===== config.mk =====
export PLATFORM = sky130hd
export DESIGN_NAME = cntdown_timer
export DESIGN_NICKNAME = d
export VERILOG_FILES = /design/src/rtl/cntdown_timer_pkg.sv /design/src/rtl/cntdown_timer_regs.sv /design/src/rtl/cntdown_timer_core.sv /design/src/rtl/cntdown_timer_flag.sv /design/src/rtl/cntdown_timer.sv
export SDC_FILE = /design/constraint.sdc
export NUM_CORES = 1
export LEC_CHECK = 0
export BUFFER_PORTS_ARGS = -buffer_cell sky130_fd_sc_hd__buf_2
export CORE_MARGIN = 4
export CORE_UTILIZATION = 30
export DETAILED_ROUTE_END_ITERATION = 10
export PLACE_DENSITY = 0.57
export SLEW_MARGIN = 0
export SYNTH_ARGS = -nofsm -noshare
export SYNTH_HDL_FRONTEND = slang
export SYNTH_SLANG_ARGS = --single-unit

===== constraint.sdc =====
create_clock -name clk -period 7.3 [get_ports clk]
set_input_delay 1.095 -clock clk [delete_from_list [all_inputs] [get_ports clk]]
set_output_delay 1.095 -clock clk [all_outputs]
set_load 0.005 [all_outputs]

===== src/rtl/cntdown_timer_pkg.sv =====
package cntdown_timer_pkg;

    typedef enum logic [1:0] {
        SEL_LOAD  = 2'd0,
        SEL_COUNT = 2'd1,
        SEL_CTRL  = 2'd2,
        SEL_STAT  = 2'd3
    } reg_sel_e;

    // packed so that run sits at bit 0, reload at bit 1, irq_en at bit 2
    typedef struct packed {
        logic irq_en;
        logic reload;
        logic run;
    } ctrl_t;

    localparam int CTRL_W = $bits(ctrl_t);

    function automatic reg_sel_e decode_sel(input logic [1:0] idx);
        return reg_sel_e'(idx);
    endfunction

endpackage


===== src/rtl/cntdown_timer_regs.sv =====
module cntdown_timer_regs
    import cntdown_timer_pkg::*;
#(
    parameter int DATA_W = 32,
    parameter int ADDR_W = 2
) (
    input  logic              clk,
    input  logic              rst,
    input  logic              bus_wr,
    input  logic [ADDR_W-1:0] bus_addr,
    input  logic [DATA_W-1:0] bus_wdata,
    input  logic [DATA_W-1:0] cnt,
    input  logic              flag,
    output logic [DATA_W-1:0] load_q,
    output ctrl_t             ctrl_q,
    output logic              load_wr,
    output logic              clr_wr,
    output logic [DATA_W-1:0] bus_rdata
);
    reg_sel_e sel;

    always_comb begin
        sel     = decode_sel(bus_addr[1:0]);
        load_wr = bus_wr && (sel == SEL_LOAD);
        clr_wr  = bus_wr && (sel == SEL_STAT) && bus_wdata[0];
    end

    always_ff @(posedge clk) begin
        if (rst) begin
            load_q <= '0;
            ctrl_q <= '0;
        end else begin
            if (load_wr)
                load_q <= bus_wdata;
            if (bus_wr && (sel == SEL_CTRL))
                ctrl_q <= ctrl_t'(bus_wdata[CTRL_W-1:0]);
        end
    end

    always_comb begin
        bus_rdata = '0;
        case (sel)
            SEL_LOAD:  bus_rdata = load_q;
            SEL_COUNT: bus_rdata = cnt;
            SEL_CTRL:  bus_rdata[CTRL_W-1:0] = ctrl_q;
            SEL_STAT:  bus_rdata[0] = flag;
            default:   bus_rdata = '0;
        endcase
    end
endmodule


===== src/rtl/cntdown_timer_core.sv =====
module cntdown_timer_core #(
    parameter int DATA_W = 32
) (
    input  logic              clk,
    input  logic              rst,
    input  logic              run,
    input  logic              reload,
    input  logic              load_wr,
    input  logic [DATA_W-1:0] load_val,
    input  logic [DATA_W-1:0] start_val,
    output logic [DATA_W-1:0] cnt,
    output logic              hit
);
    localparam logic [DATA_W-1:0] ONE = DATA_W'(1);

    // time-out: the step from one to zero, unless a load write overrides it
    assign hit = run && !load_wr && (cnt == ONE);

    always_ff @(posedge clk) begin
        if (rst)
            cnt <= '0;
        else if (load_wr)
            cnt <= load_val;
        else if (run) begin
            if (cnt != '0)
                cnt <= cnt - ONE;
            else if (reload)
                cnt <= start_val;
        end
    end
endmodule


===== src/rtl/cntdown_timer_flag.sv =====
module cntdown_timer_flag (
    input  logic clk,
    input  logic rst,
    input  logic hit,
    input  logic clr,
    input  logic irq_en,
    output logic flag,
    output logic irq
);
    // a fresh time-out outranks a clear on the same edge
    always_ff @(posedge clk) begin
        if (rst)
            flag <= 1'b0;
        else if (hit)
            flag <= 1'b1;
        else if (clr)
            flag <= 1'b0;
    end

    assign irq = flag & irq_en;
endmodule


===== src/rtl/cntdown_timer.sv =====
module cntdown_timer
    import cntdown_timer_pkg::*;
#(
    parameter int DATA_W = 32,
    parameter int ADDR_W = 2
) (
    input  logic              clk,
    input  logic              rst,
    input  logic              bus_wr,
    input  logic [ADDR_W-1:0] bus_addr,
    input  logic [DATA_W-1:0] bus_wdata,
    output logic [DATA_W-1:0] bus_rdata,
    output logic              irq
);
    logic [DATA_W-1:0] cnt_q;
    logic [DATA_W-1:0] load_q;
    ctrl_t             ctrl_q;
    logic              load_wr;
    logic              clr_wr;
    logic              hit;
    logic              flag_q;

    cntdown_timer_regs #(.DATA_W(DATA_W), .ADDR_W(ADDR_W)) u_regs (
        .clk       (clk),
        .rst       (rst),
        .bus_wr    (bus_wr),
        .bus_addr  (bus_addr),
        .bus_wdata (bus_wdata),
        .cnt       (cnt_q),
        .flag      (flag_q),
        .load_q    (load_q),
        .ctrl_q    (ctrl_q),
        .load_wr   (load_wr),
        .clr_wr    (clr_wr),
        .bus_rdata (bus_rdata)
    );

    cntdown_timer_core #(.DATA_W(DATA_W)) u_core (
        .clk       (clk),
        .rst       (rst),
        .run       (ctrl_q.run),
        .reload    (ctrl_q.reload),
        .load_wr   (load_wr),
        .load_val  (bus_wdata),
        .start_val (load_q),
        .cnt       (cnt_q),
        .hit       (hit)
    );

    cntdown_timer_flag u_flag (
        .clk    (clk),
        .rst    (rst),
        .hit    (hit),
        .clr    (clr_wr),
        .irq_en (ctrl_q.irq_en),
        .flag   (flag_q),
        .irq    (irq)
    );
endmodule


==> results.txt, run 1 <==
- Via count of the first global-routing pass: about 4100
- Leak: 1.952 nW
- The worst setup path is captured at an output pin.
- Counting every instance in the synthesized netlist gives 533.
- Internal Dissipation: 0.7943 mW
* Setup TNS Final: 0 ns
* Mux contribution to synthesized area: 9.228%
- Yosys mapped the design onto 60 distinct sky130hd cell types.
- VDD sags by at most approximately 0.15 mV.
- Across the run, the number of max-cap violations was 0.
- Clock transition at path regs: about 0.06 ns
- Top cells by area, synth: sky130_fd_sc_hd__dfxtp_1, sky130_fd_sc_hd__mux2i_1, sky130_fd_sc_hd__nand2_1
- Share of layout cells above drive strength 1: 18.78%
- Worst Path Required: about 6.2 ns
- Startpoint Class: input pin
- Xor and xnor area share after synthesis: between 3 and 4%
* Global routing usage summed across all routing layers: 15.88%
- The clock network accounts for between 40% and 50% of the total power.
- The area growth from synthesis to layout is 17.04%.
- Wire length of the first global-routing pass: approximately 21000 um
- The die is approximately 130 um tall.
* Residual antenna-violating net count after detailed routing: 0
- Core Box Area: 13400 um^2
- For this configuration, the core starts out at a cell density of 30.96%.
* DR WL/cell: ~17 um
- Gp weighted congestion: around 0.8
- The final hold violation count came to 0.
* Filler Cells Inserted: between 1000 and 1500
- Yosys warning count: 0
- sky130_fd_sc_hd__nand2_1 is the most common cell in the netlist.
- Simple-gate share of the synthesized area: between 20 and 30%
- The H-tree generated during clock tree synthesis spans 3 levels.
* Total number of nets in the final design: 609
* Kind of critical path: in -> out
- On the critical path, the stage with the largest delay is an instance of sky130_fd_sc_hd__buf_2.
- Most common cell type on the critical path: sky130_fd_sc_hd__buf_2
* Sequential element share of the synthesized area: 32.81%
* Maximum number of pins on one net before global-route repair: 58
- Sequential power share: 36.8%
- After synthesis, the largest family of logic cells by area is simple AND/OR/NAND/NOR gates.
- Area share of the leading cell type in the synthesized netlist: about 33%
- Maximum count of clock buffers along a single path: 2
- Worst-path maximum fanout: 36
- Detailed placer's ending HPWL: between 8000 and 9000 um
- Number of iterations in the first detailed-routing pass: 4
* Slew at the pin with the worst max-slew slack: ~1.1 ns
- Worst path cell trace: buf_2 -> mux4_2 -> buf_2
- The analysis attributes to net switching a power of between 0.3 and 0.4 mW.
* Endpoint arrival time on the critical path: 2.67 ns
- Final critical path time including I/O delays and setup: about 3.8 ns
- Measured against its own limit, the worst slew margin works out to about a quarter.
* Compound-gate portion of the synthesized area: a little under a quarter
- Setup bufs post-CTS: 0
- Placed Instance Area: about 4500 um^2
- Clock latency reported for the late side of the worst-skew pair: 0.33 ns
- Final Routed Wirelength: between 10000 and 15000 um
* Number of cells upsized or downsized after cts: 0
- In the finished design, the share of the clock period the worst path needs comes to 51.53%.
- Detailed-route DRC error count: 0
* Setup-violating endpoint count in the final report: 0
- In the synthesized netlist the dominant register cell turns out to be sky130_fd_sc_hd__dfxtp_1.
- Setup repair after global routing left no endpoint under its margin.
- Input and output buffers added on the ports amount to 69.
* Fin. max-slew vios: 0
* Cell accounting for the most synthesized area: sky130_fd_sc_hd__dfxtp_1
* TritonCTS sink count: just under 70
- Worst min path class: reg -> reg
- The detailed router finished its first iteration with 296 violations.
- Async set-or-reset flop fraction in the synthesized netlist: 0%
- CTS Root Buffer Type: sky130_fd_sc_hd__clkbuf_16
* Cell area after technology mapping: between 4000 and 5000 um^2
- Net switching is approximately 30% of the power.
* TritonCTS clock tree: done
- The commonest cells after synthesis are sky130_fd_sc_hd__nand2_1, sky130_fd_sc_hd__dfxtp_1, sky130_fd_sc_hd__nor2_1.
* Vias: roughly 4100
* Synth Area in Adders: less than 1%
- Post-Layout Inst Area: a little under 5000 um^2
- Synth Area per Inst: ~7.8 um^2
- Number of primary I/O pins: 70
- Clock buffers created by TritonCTS: 9
* Total global routing overflow: 0
- In this run the power density over the cells is 233.6 nW/um^2.
* Net Count, Synth: 572
- Per-cell via count in the routed design: 5.402
* Number of storage elements in the synthesis netlist: 68
- In this run, synthesis inferred 0 flip-flops with an integrated enable.
- Based on the critical path, the design can be clocked at up to roughly 270 MHz.
- Core Rows: 42
- Slowest Stage Delay on Critical Path: approximately 0.83 ns
* Status: completed
- Measured along the x axis, the die boundary spans 125.6 um.
- 0 antenna diodes ended up in the layout.
* Number of antenna violations at the first check in global routing: 0
* Number of hold-repair buffers added at the cts stage: 0
- Across the routed clock network, the largest skew measured is between 0.007 and 0.008 ns.
* Overall die area: roughly 16000 um^2
- In this run, the combinational gates consume 21.9% of the power.
## kinds of logic (layout without fill, tap and decap cells)
logic type                 count (synthesis)  count (layout)
adders and majority gates                  2               2
muxes                                     37              37
DFF                                       68              68
and+or+nand+nor                          218             218
xor gates and xnor gates                  16              16
AOI/OAI and AO/OA                        138             138
buffers and inverters                     54              96
## stage by stage
step	utilization, %	cells	setup WS [ns]	total power, mW	hold WS [ns]
finish	36.24	751	3.538	1.134	0.4687
global route	36.24	751	3.442	1.195	0.4852
CTS	36.24	751	3.518	1.142	0.4681
detailed placement	33.87	735	3.348	0.6719	0.4605
global placement	33.87	735	3.391	0.6670	0.4531
floorplan	-	533	4.082	0.6096	0.4372
## final timing paths
path | cells after the start | endpoint | from | slack [ns]
min reg2reg | 2 | u_regs.load_q[13] | u_regs.load_q[13] | 0.47
max | 3 | bus_rdata[0] | bus_addr[0] | 3.54
min | 2 | u_regs.load_q[13] | u_regs.load_q[13] | 0.47
max reg2reg | 6 | u_core.cnt[11] | u_core.cnt[11] | 4.08
## layout by cell type (no fill, tap or decap), drive strengths merged, types with 11 or more instances in the layout
cell	instances
o211ai	22
nand2	81
nor2	65
clkbuf	11
dfxtp	68
o21ai	21
xor2	11
nor3	18
a211oi	11
nor4	12
buf	74
mux2i	36
a21oi	45
## metal layers
layer	share of wire (%)	track usage [%]
met1	48	21.75
met2	44	24.39
met3	5.7	4.094
met4	1.6	5.230
met5	0	0
## flip-flops by register name, indices dropped and copies added (netlist names)
signal / flops
u_regs.ctrl_q: 3
u_core.cnt: 32
u_regs.load_q: 32
u_flag.flag: 1
## worst max-delay path, delay by kind of cell
family / cells / cell delay [ns]
buffers and inverters: 2 / 0.97
multiplexers: 1 / 0.60
## layout make-up
| class | count | area (um^2) | share of cell area, % |
|---|---|---|---|
| clock inverters | 5 | 75.07 | 1.546 |
| repair buffers | 74 | 382.9 | 7.885 |
| well taps | 176 | 220.2 | 4.535 |
| clock buffers | 11 | 242.7 | 4.999 |
| flip-flops and latches | 68 | 1361 | 28.03 |
| inverters | 6 | 22.52 | 0.4638 |
| multi-input cells | 411 | 2551 | 52.54 |
## power by group through the flow
stage,Combinational [mW],Sequential [mW],Clock (mW)
finish,0.249,0.418,0.468
global route,0.279,0.421,0.495
CTS,0.249,0.417,0.476
detailed placement,0.247,0.425,0
global placement,0.243,0.424,0
floorplan,0.195,0.415,0
No activity file was read; power rests on OpenSTA's default activity.
==> run 2, diff against run 1 <==
- PLACE_DENSITY: 0.57 -> 0.59
- clock period: 7.3 -> 3.1 ns (I/O delays scaled with it)
==> results.txt, run 2 (synthesis results as in run 1) <==
- Library cell contributing the largest single delay on the critical path: sky130_fd_sc_hd__or3_1
- Detailed-route DRC error count: 0 (unchanged)
- The routability congestion estimate was 0.8375 (+6.3%).
- The starting density of the core is 30.96% (unchanged).
- Worst path cell trace: or4_4 -> nand3b_4 -> or3_1 -> buf_4 -> nand2_1 -> o211ai_1 -> a311oi_1
- The largest registers in the layout are u_core.cnt (32), u_regs.load_q (32), u_regs.ctrl_q (3).
- The peak supply drop is 0.1846 mV (+22%).
* Setup-violating endpoint count in the final report: 0 (unchanged)
- First-iteration detailed-routing DRC count: 236 (-20%)
* Post-Route Skew: 0.009022 ns (+0.001621 ns)
- The number of instances resized during post-cts repair was 0 (unchanged).
- Endpoint arrival time on the critical path: 2.95 ns (+0.28 ns)
- Hold slack: 0.3738 ns (-0.09484 ns)
- IO Port Bufs: 69 (unchanged)
- The worst max-slew margin expressed relative to the limit came to 48.29% (+24 points).
- Maximum number of pins on one net before global-route repair: 38 (-34%)
- Status: completed
- The number of buffers inserted by post-CTS setup repair was 0 (unchanged).
- Via count of the first global-routing pass: 4150 (+1.8%)
- Number of hold-repair buffers added at the cts stage: 0 (unchanged)
* H-Tree Depth: 3 (unchanged)
- Global routing usage summed across all routing layers: 16.52% (+0.64 points)
- The met3 track demand over resource was 3.454% (-0.64 points).
- Final Routed Wirelength: 12720 um (+2.2%)
* Post-Layout Inst Area: 4911 um^2 (+1.1%)
- The final critical path takes up between 80% and 90% of the cycle.
- Clock transition at path regs: 0.06 ns (about the same)
- Wire length of the first global-routing pass: 21540 um (+3.5%)
- The met2 usage in global routing was 25.52% (+1.1 points).
- The layer flagged by global routing as most heavily used is met2.
- The data required time at the worst endpoint was 3.35 ns (-2.85 ns).
- Slew at the pin with the worst max-slew slack: 0.7685 ns (-0.3605 ns)
* TritonCTS sink count: 68 (unchanged)
- Counting I/O delays and the setup requirement, the final critical path takes between 2 and 3 ns.
- The top-level I/O count is 70 (unchanged).
- The static power due to leakage came to 1.989 nW (+1.9%).
- The final-report max-slew violation count was 0 (unchanged).
- The overall power after layout was 2.567 mW (+130%).
* Per-cell via count in the routed design: 5.419 (+0.32%)
* Kind of critical path: reg -> reg
- Leaving out fill and tap cells, the most frequent cell in the layout is sky130_fd_sc_hd__nand2_1.
- Leading cell types in the layout, fill and taps excluded: sky130_fd_sc_hd__nand2_1, sky130_fd_sc_hd__buf_2, sky130_fd_sc_hd__dfxtp_1, sky130_fd_sc_hd__nor2_1, sky130_fd_sc_hd__a21oi_1
* Power per cell area: 522.8 nW/um^2 (+120%)
* Die Ht: 125.6 um (unchanged)
- The clock buffer count from CTS was 9 (unchanged).
- Filler Cells Inserted: 1431 (+1.5%)
- Residual antenna-violating net count after detailed routing: 0 (unchanged)
- Total global routing overflow: 0 (unchanged)
- Setup TNS Final: 0 ns (unchanged)
- Detailed placer's ending HPWL: 9093 um (+10%)
* Placed Instance Area: 4628 um^2 (+2.0%)
- The number of max-cap violations came to 0 (unchanged).
* Count of final hold-check violations: 0 (unchanged)
- The detailed-router iteration count before antenna repair came to 5 (+1).
- The end-of-flow core utilization was 36.65% (+0.41 points).
* Maximum count of clock buffers along a single path: 2 (unchanged)
- Clock latency reported for the late side of the worst-skew pair: 0.34 ns (about the same)
- TritonCTS built the clock tree.
- The initial antenna violation count is 0 (unchanged).
- The share of layout cells above drive strength 1 is 20.10% (+1.3 points).
- Unrepaired setup endpoints after global routing: false
- The number of vias in the routed layout came to 4135 (+1.9%).
- The final net count is 621 (+2.0%).
* Max Freq: between 300 and 400 MHz
* Core Rows: 42 (unchanged)
- Growth of design area from synthesis to finish: 18.37%
* CTS Root Buffer Type: sky130_fd_sc_hd__clkbuf_16
- DR WL/cell: 16.67 um (+0.63%)
- Cell family with the largest share of critical-path delay: simple AND/OR/NAND/NOR gates
- STA classifies the critical path endpoint as a flip-flop.
- Overall die area: 15780 um^2 (unchanged)
- Slowest Stage Delay on Critical Path: 0.64 ns (-0.19 ns)
- The area of the core region came to 13400 um^2 (unchanged).
- The min-delay analysis places its worst path in the category in -> reg.
- Routing usage on met1: 23.28% (+1.5 points)
* Buffers plus inverters on the worst setup path: 1 (-1)
- The die width was 125.6 um (unchanged).
- STA classifies the critical path startpoint as a flip-flop.
- The number of antenna cells inserted is 0 (unchanged).
- Worst-path maximum fanout: 15 (-58%)
run 2: worst register-to-register path, stage by stage (launching register included):
cell and delay, ns:
sky130_fd_sc_hd__dfxtp_1 0.38, sky130_fd_sc_hd__or4_4 0.59, sky130_fd_sc_hd__nand3b_4 0.25, sky130_fd_sc_hd__or3_1 0.64, sky130_fd_sc_hd__buf_4 0.30, sky130_fd_sc_hd__nand2_1 0.09, sky130_fd_sc_hd__o211ai_1 0.08, sky130_fd_sc_hd__a311oi_1 0.28
run 2: metal layers:
layer  wire length [um]  vias up  share of wire [%]
met1               6251     1965                 49
met5                  0        -                  0
met3                722       12                5.7
li1                   -     2024                  -
met4                156        0                1.2
met2               5592      134                 44
run 2: final cells by class:
type / count / area [um^2] / area share (%)
tap: 176 / 220.2 / 4.484
inverter: 6 / 22.52 / 0.4586
clock buffer: 15 / 277.8 / 5.656
sequential: 68 / 1361 / 27.72
clock inverter: 1 / 5.005 / 0.1019
timing repair buffer: 86 / 473.0 / 9.631
multi-input combinational: 411 / 2551 / 51.95
run 2: per-stage QoR:
step	setup slack, ns	instances
after floorplan	0.6686	533
after global placement	0.5173	747
after detailed placement	0.4224	747
after CTS	0.4095	763
after global routing	0.2168	763
final	0.4041	763
run 2: report_power, final:
| part | switching [mW] | total (mW) | internal [mW] |
|---|---|---|---|
| sequential | 0.0640 | 0.983 | 0.919 |
| combinational | 0.359 | 0.603 | 0.245 |
| clock | 0.375 | 0.981 | 0.607 |
| total | 0.798 | 2.57 | 1.77 |
run 2: path summary, 6_finish.rpt:
| check | startpoint | to | slack (ns) | cells past startpoint |
|---|---|---|---|---|
| worst max-delay path | u_core.cnt[24] | u_core.cnt[0] | 0.40 | 7 |
| worst min-delay path | bus_wdata[25] | u_core.cnt[25] | 0.37 | 3 |
| worst max register to register | u_core.cnt[24] | u_core.cnt[0] | 0.40 | 7 |
| worst min register to register | u_regs.load_q[6] | u_regs.load_q[6] | 0.47 | 2 |
==> run 3, diff against run 2 <==
- REMOVE_ABC_BUFFERS: not set -> 1
==> results.txt, run 3 (synthesis results as in run 1) <==
- The run finished with clean final reports.
- The number of vias in the routed layout came to 4042 (-2.2%).
- The final routed wirelength across all metal layers is 12390 um (-2.6%).
- Worst Hold Path EP: u_regs.load_q[26]
* Total number of nets in the final design: 621 (unchanged)
- The power per unit of standard cell area came to 544.7 nW/um^2 (+4.2%).
- Worst min path class: in -> reg
- The latest clock arrival within the worst-skew pair came to 0.34 ns (about the same).
- Startpoint of the lowest-slack register-to-register path: u_core.cnt[0]
* Slew at the pin with the worst max-slew slack: 0.7600 ns (-0.008590 ns)
- Max Freq: 351.2 MHz (-5.3%)
- Worst path cell trace: inv_1 -> ha_1 -> nor4b_1 -> nand4_1 -> buf_4 -> o41a_1 -> nor2_2 -> o221ai_1 -> a21oi_1
* Startpoint Class: flip-flop
- Maximum number of pins on one net before global-route repair: 44 (+16%)
- The biggest fanout along the worst timing path was 15 (unchanged).
- Number of cells in the finished layout apart from fillers: 763 (unchanged)
- The cell family contributing the most delay on the critical path is compound AO/OA/AOI/OAI gates.
* Leading cell types in the layout, fill and taps excluded: sky130_fd_sc_hd__nand2_1, sky130_fd_sc_hd__buf_2, sky130_fd_sc_hd__dfxtp_1, sky130_fd_sc_hd__nor2_1, sky130_fd_sc_hd__a21oi_1
- The clock transition at the registers of the reported paths came to 0.06 ns (about the same).
- Setup-violating endpoint count in the final report: 0 (unchanged)
- Buffers plus inverters on the worst setup path: 2 (+1)
* Internal Dissipation: 1.895 mW (+7.1%)
- Worst Hold Launch: bus_wdata[26]
- Leak: 2.002 nW (+0.65%)
- Growth of design area from synthesis to finish: 19.30%
- Residual antenna-violating net count after detailed routing: 0 (unchanged)
* Registers with the most flip-flops: u_core.cnt (32), u_regs.load_q (32), u_regs.ctrl_q (3)
- The wire length per cell was 16.24 um (-2.6%).
- The initial detailed-routing violation count came to 288 (+22%).
- The critical path is of the reg -> reg type.
- Final critical path time including I/O delays and setup: 2.847 ns (+0.1512 ns)
- Effective utilization at floorplan: 30.96% (unchanged)
* Detailed placer's ending HPWL: 8858 um (-2.6%)
- The detailed-router iteration count before antenna repair came to 5 (unchanged).
- Min setup slack post-route: 0.2529 ns (-0.1512 ns)
- Overall die area: 15780 um^2 (unchanged)
* Fin. max-slew vios: 0 (unchanged)
- Width of the die: 125.6 um (unchanged)
- In this run the clock root is driven by a sky130_fd_sc_hd__clkbuf_16.
- Number of primary I/O pins: 70 (unchanged)
* Number of antenna violations at the first check in global routing: 0 (unchanged)
* Clock buffers created by TritonCTS: 9 (unchanged)
- Depth of the most critical reg-to-reg path: 9 (+2)
- Library cell contributing the largest single delay on the critical path: sky130_fd_sc_hd__o41a_1
- Total global routing overflow: 0 (unchanged)
- The peak supply drop is 0.2750 mV (+49%).
- The part of the total power dissipated in sequential elements came to 36.5% (-1.8 points).
- Total placed cells including tap cells: 747 (unchanged)
* Post-Route Skew: 0.004369 ns (-0.004653 ns)
- Setup slack of the most critical reg-to-reg path: 0.25 ns (-0.15 ns)
* TritonCTS clock tree: done
- The met3 track demand over resource came to 3.454% (unchanged).
* Global routing usage summed across all routing layers: 15.76% (-0.76 points)
* Core Rows: 42 (unchanged)
- The number of global-route vias before repair is 3950 (-4.8%).
- The routability congestion estimate came to 0.8786 (+4.9%).
- Leaving out fill and tap cells, the most frequent cell in the layout is sky130_fd_sc_hd__nand2_1.
* Total net switching power: 0.8011 mW (+0.43%)
- The global routing stage identified its most utilized layer as met2.
- Wire length of the first global-routing pass: 20530 um (-4.7%)
- Detailed-route DRC error count: 0 (unchanged)
- Setup TNS Final: 0 ns (unchanged)
* Category of the worst setup path capture point: flip-flop
- The worst hold path stage count was 3 (unchanged).
- Core Box Area: 13400 um^2 (unchanged)
* Switching share of power: 29.71% (-1.4 points)
- Share of power burned in combinational logic: 22.5% (-1.0 points)
- The data required time at the worst endpoint was 3.37 ns (+0.02 ns).
* Final antenna diode count: 0 (unchanged)
* TritonCTS sink count: 68 (unchanged)
- The critical path arrival is 3.11 ns (+0.16 ns).
- Slowest Stage Delay on Critical Path: 0.61 ns (-0.03 ns)
- Share of the clock period used by the worst path: 91.84% (+4.9 points)
* Per-cell via count in the routed design: 5.298 (-2.2%)
* Unrepaired setup endpoints after global routing: false
- Routing usage on met1: 21.65% (-1.6 points)
- The H-tree depth was 3 (unchanged).
- Endpoint of the worst register-to-register path: u_core.cnt[11]
- Pre-CTS WS: 0.2408 ns (-0.1815 ns)
* Share of layout cells above drive strength 1: 20.44% (+0.34 points)
- Fraction of met2 tracks used by global routing: 24.76% (-0.76 points)
- Count of final hold-check violations: 0 (unchanged)
- Die Ht: 125.6 um (unchanged)
* Max-slew headroom at the worst pin: 49.34% (+1.0 points)
- The number of I/O port buffers is 69 (unchanged).
* Clock share of power: 41.1% (+2.9 points)
- The number of max-cap violations was 0 (unchanged).
- Maximum count of clock buffers along a single path: 2 (unchanged)
==> run 3: cell count changes in the layout (fill, tap and decap cells not counted), sizes merged <==
cell / change
clkbuf: -3
clkinvlp: +1
bufinv: +2
==> run 3: worst min-delay path, cell delays in order <==
cell	delay, ns
sky130_fd_sc_hd__buf_2	0.10
sky130_fd_sc_hd__nand2_1	0.05
sky130_fd_sc_hd__a21oi_1	0.05
==> run 3: stage by stage <==
step	total power, mW	utilization (%)	area, um^2	hold slack, ns
6_report	2.696	36.94	4950	0.3772
3_3_place_gp	1.599	34.54	4628	0.4550
5_1_grt	2.833	36.94	4950	0.3866
4_1_cts	2.713	36.92	4947	0.3697
3_5_place_dp	1.606	34.54	4628	0.4614
2_1_floorplan	1.385	-	3933	0.4310
==> run 3: layout make-up <==
| class | count | area (um^2) |
|---|---|---|
| Clock inverter | 4 | 72.57 |
| Fill cell | 1440 | 8451 |
| Multi-Input combinational cell | 411 | 2554 |
| Timing Repair Buffer | 86 | 473.0 |
| Sequential cell | 68 | 1361 |
| Tap cell | 176 | 220.2 |
| Inverter | 6 | 22.52 |
| Clock buffer | 12 | 246.5 |
==> run 3: what timing repair did <==
item                                    CTS  global route
buffers inserted                          0             0
endpoints found under the setup margin    0             1
hold buffers                              0             0
gates resized for setup                   0             1
==> run 3: worst max-delay path by stage <==
stage                                end  depth (start not counted)           from
after CTS                 u_core.cnt[11]                          9  u_core.cnt[0]
after floorplan           u_core.cnt[17]                          7  u_core.cnt[0]
after global routing      u_core.cnt[11]                          9  u_core.cnt[1]
after global placement    u_core.cnt[11]                          9  u_core.cnt[0]
after detailed placement  u_core.cnt[11]                          9  u_core.cnt[0]
final                     u_core.cnt[11]                          9  u_core.cnt[0]
==> run 3: metal layers <==
| metal | vias up | routed length (um) |
|---|---|---|
| met3 | 17 | 752 |
| met4 | 0 | 167 |
| li1 | 2027 | - |
| met1 | 1870 | 5811 |
| met2 | 128 | 5659 |
| met5 | - | 0 |
==> run 3: power groups by stage <==
stage | clock network, mW | registers, mW | logic (mW)
final | 1.11 | 0.983 | 0.605
after global routing | 1.16 | 0.993 | 0.678
after CTS | 1.12 | 0.982 | 0.608
after detailed placement | 0 | 1.00 | 0.605
after global placement | 0 | 0.998 | 0.601
after floorplan | 0 | 0.983 | 0.402
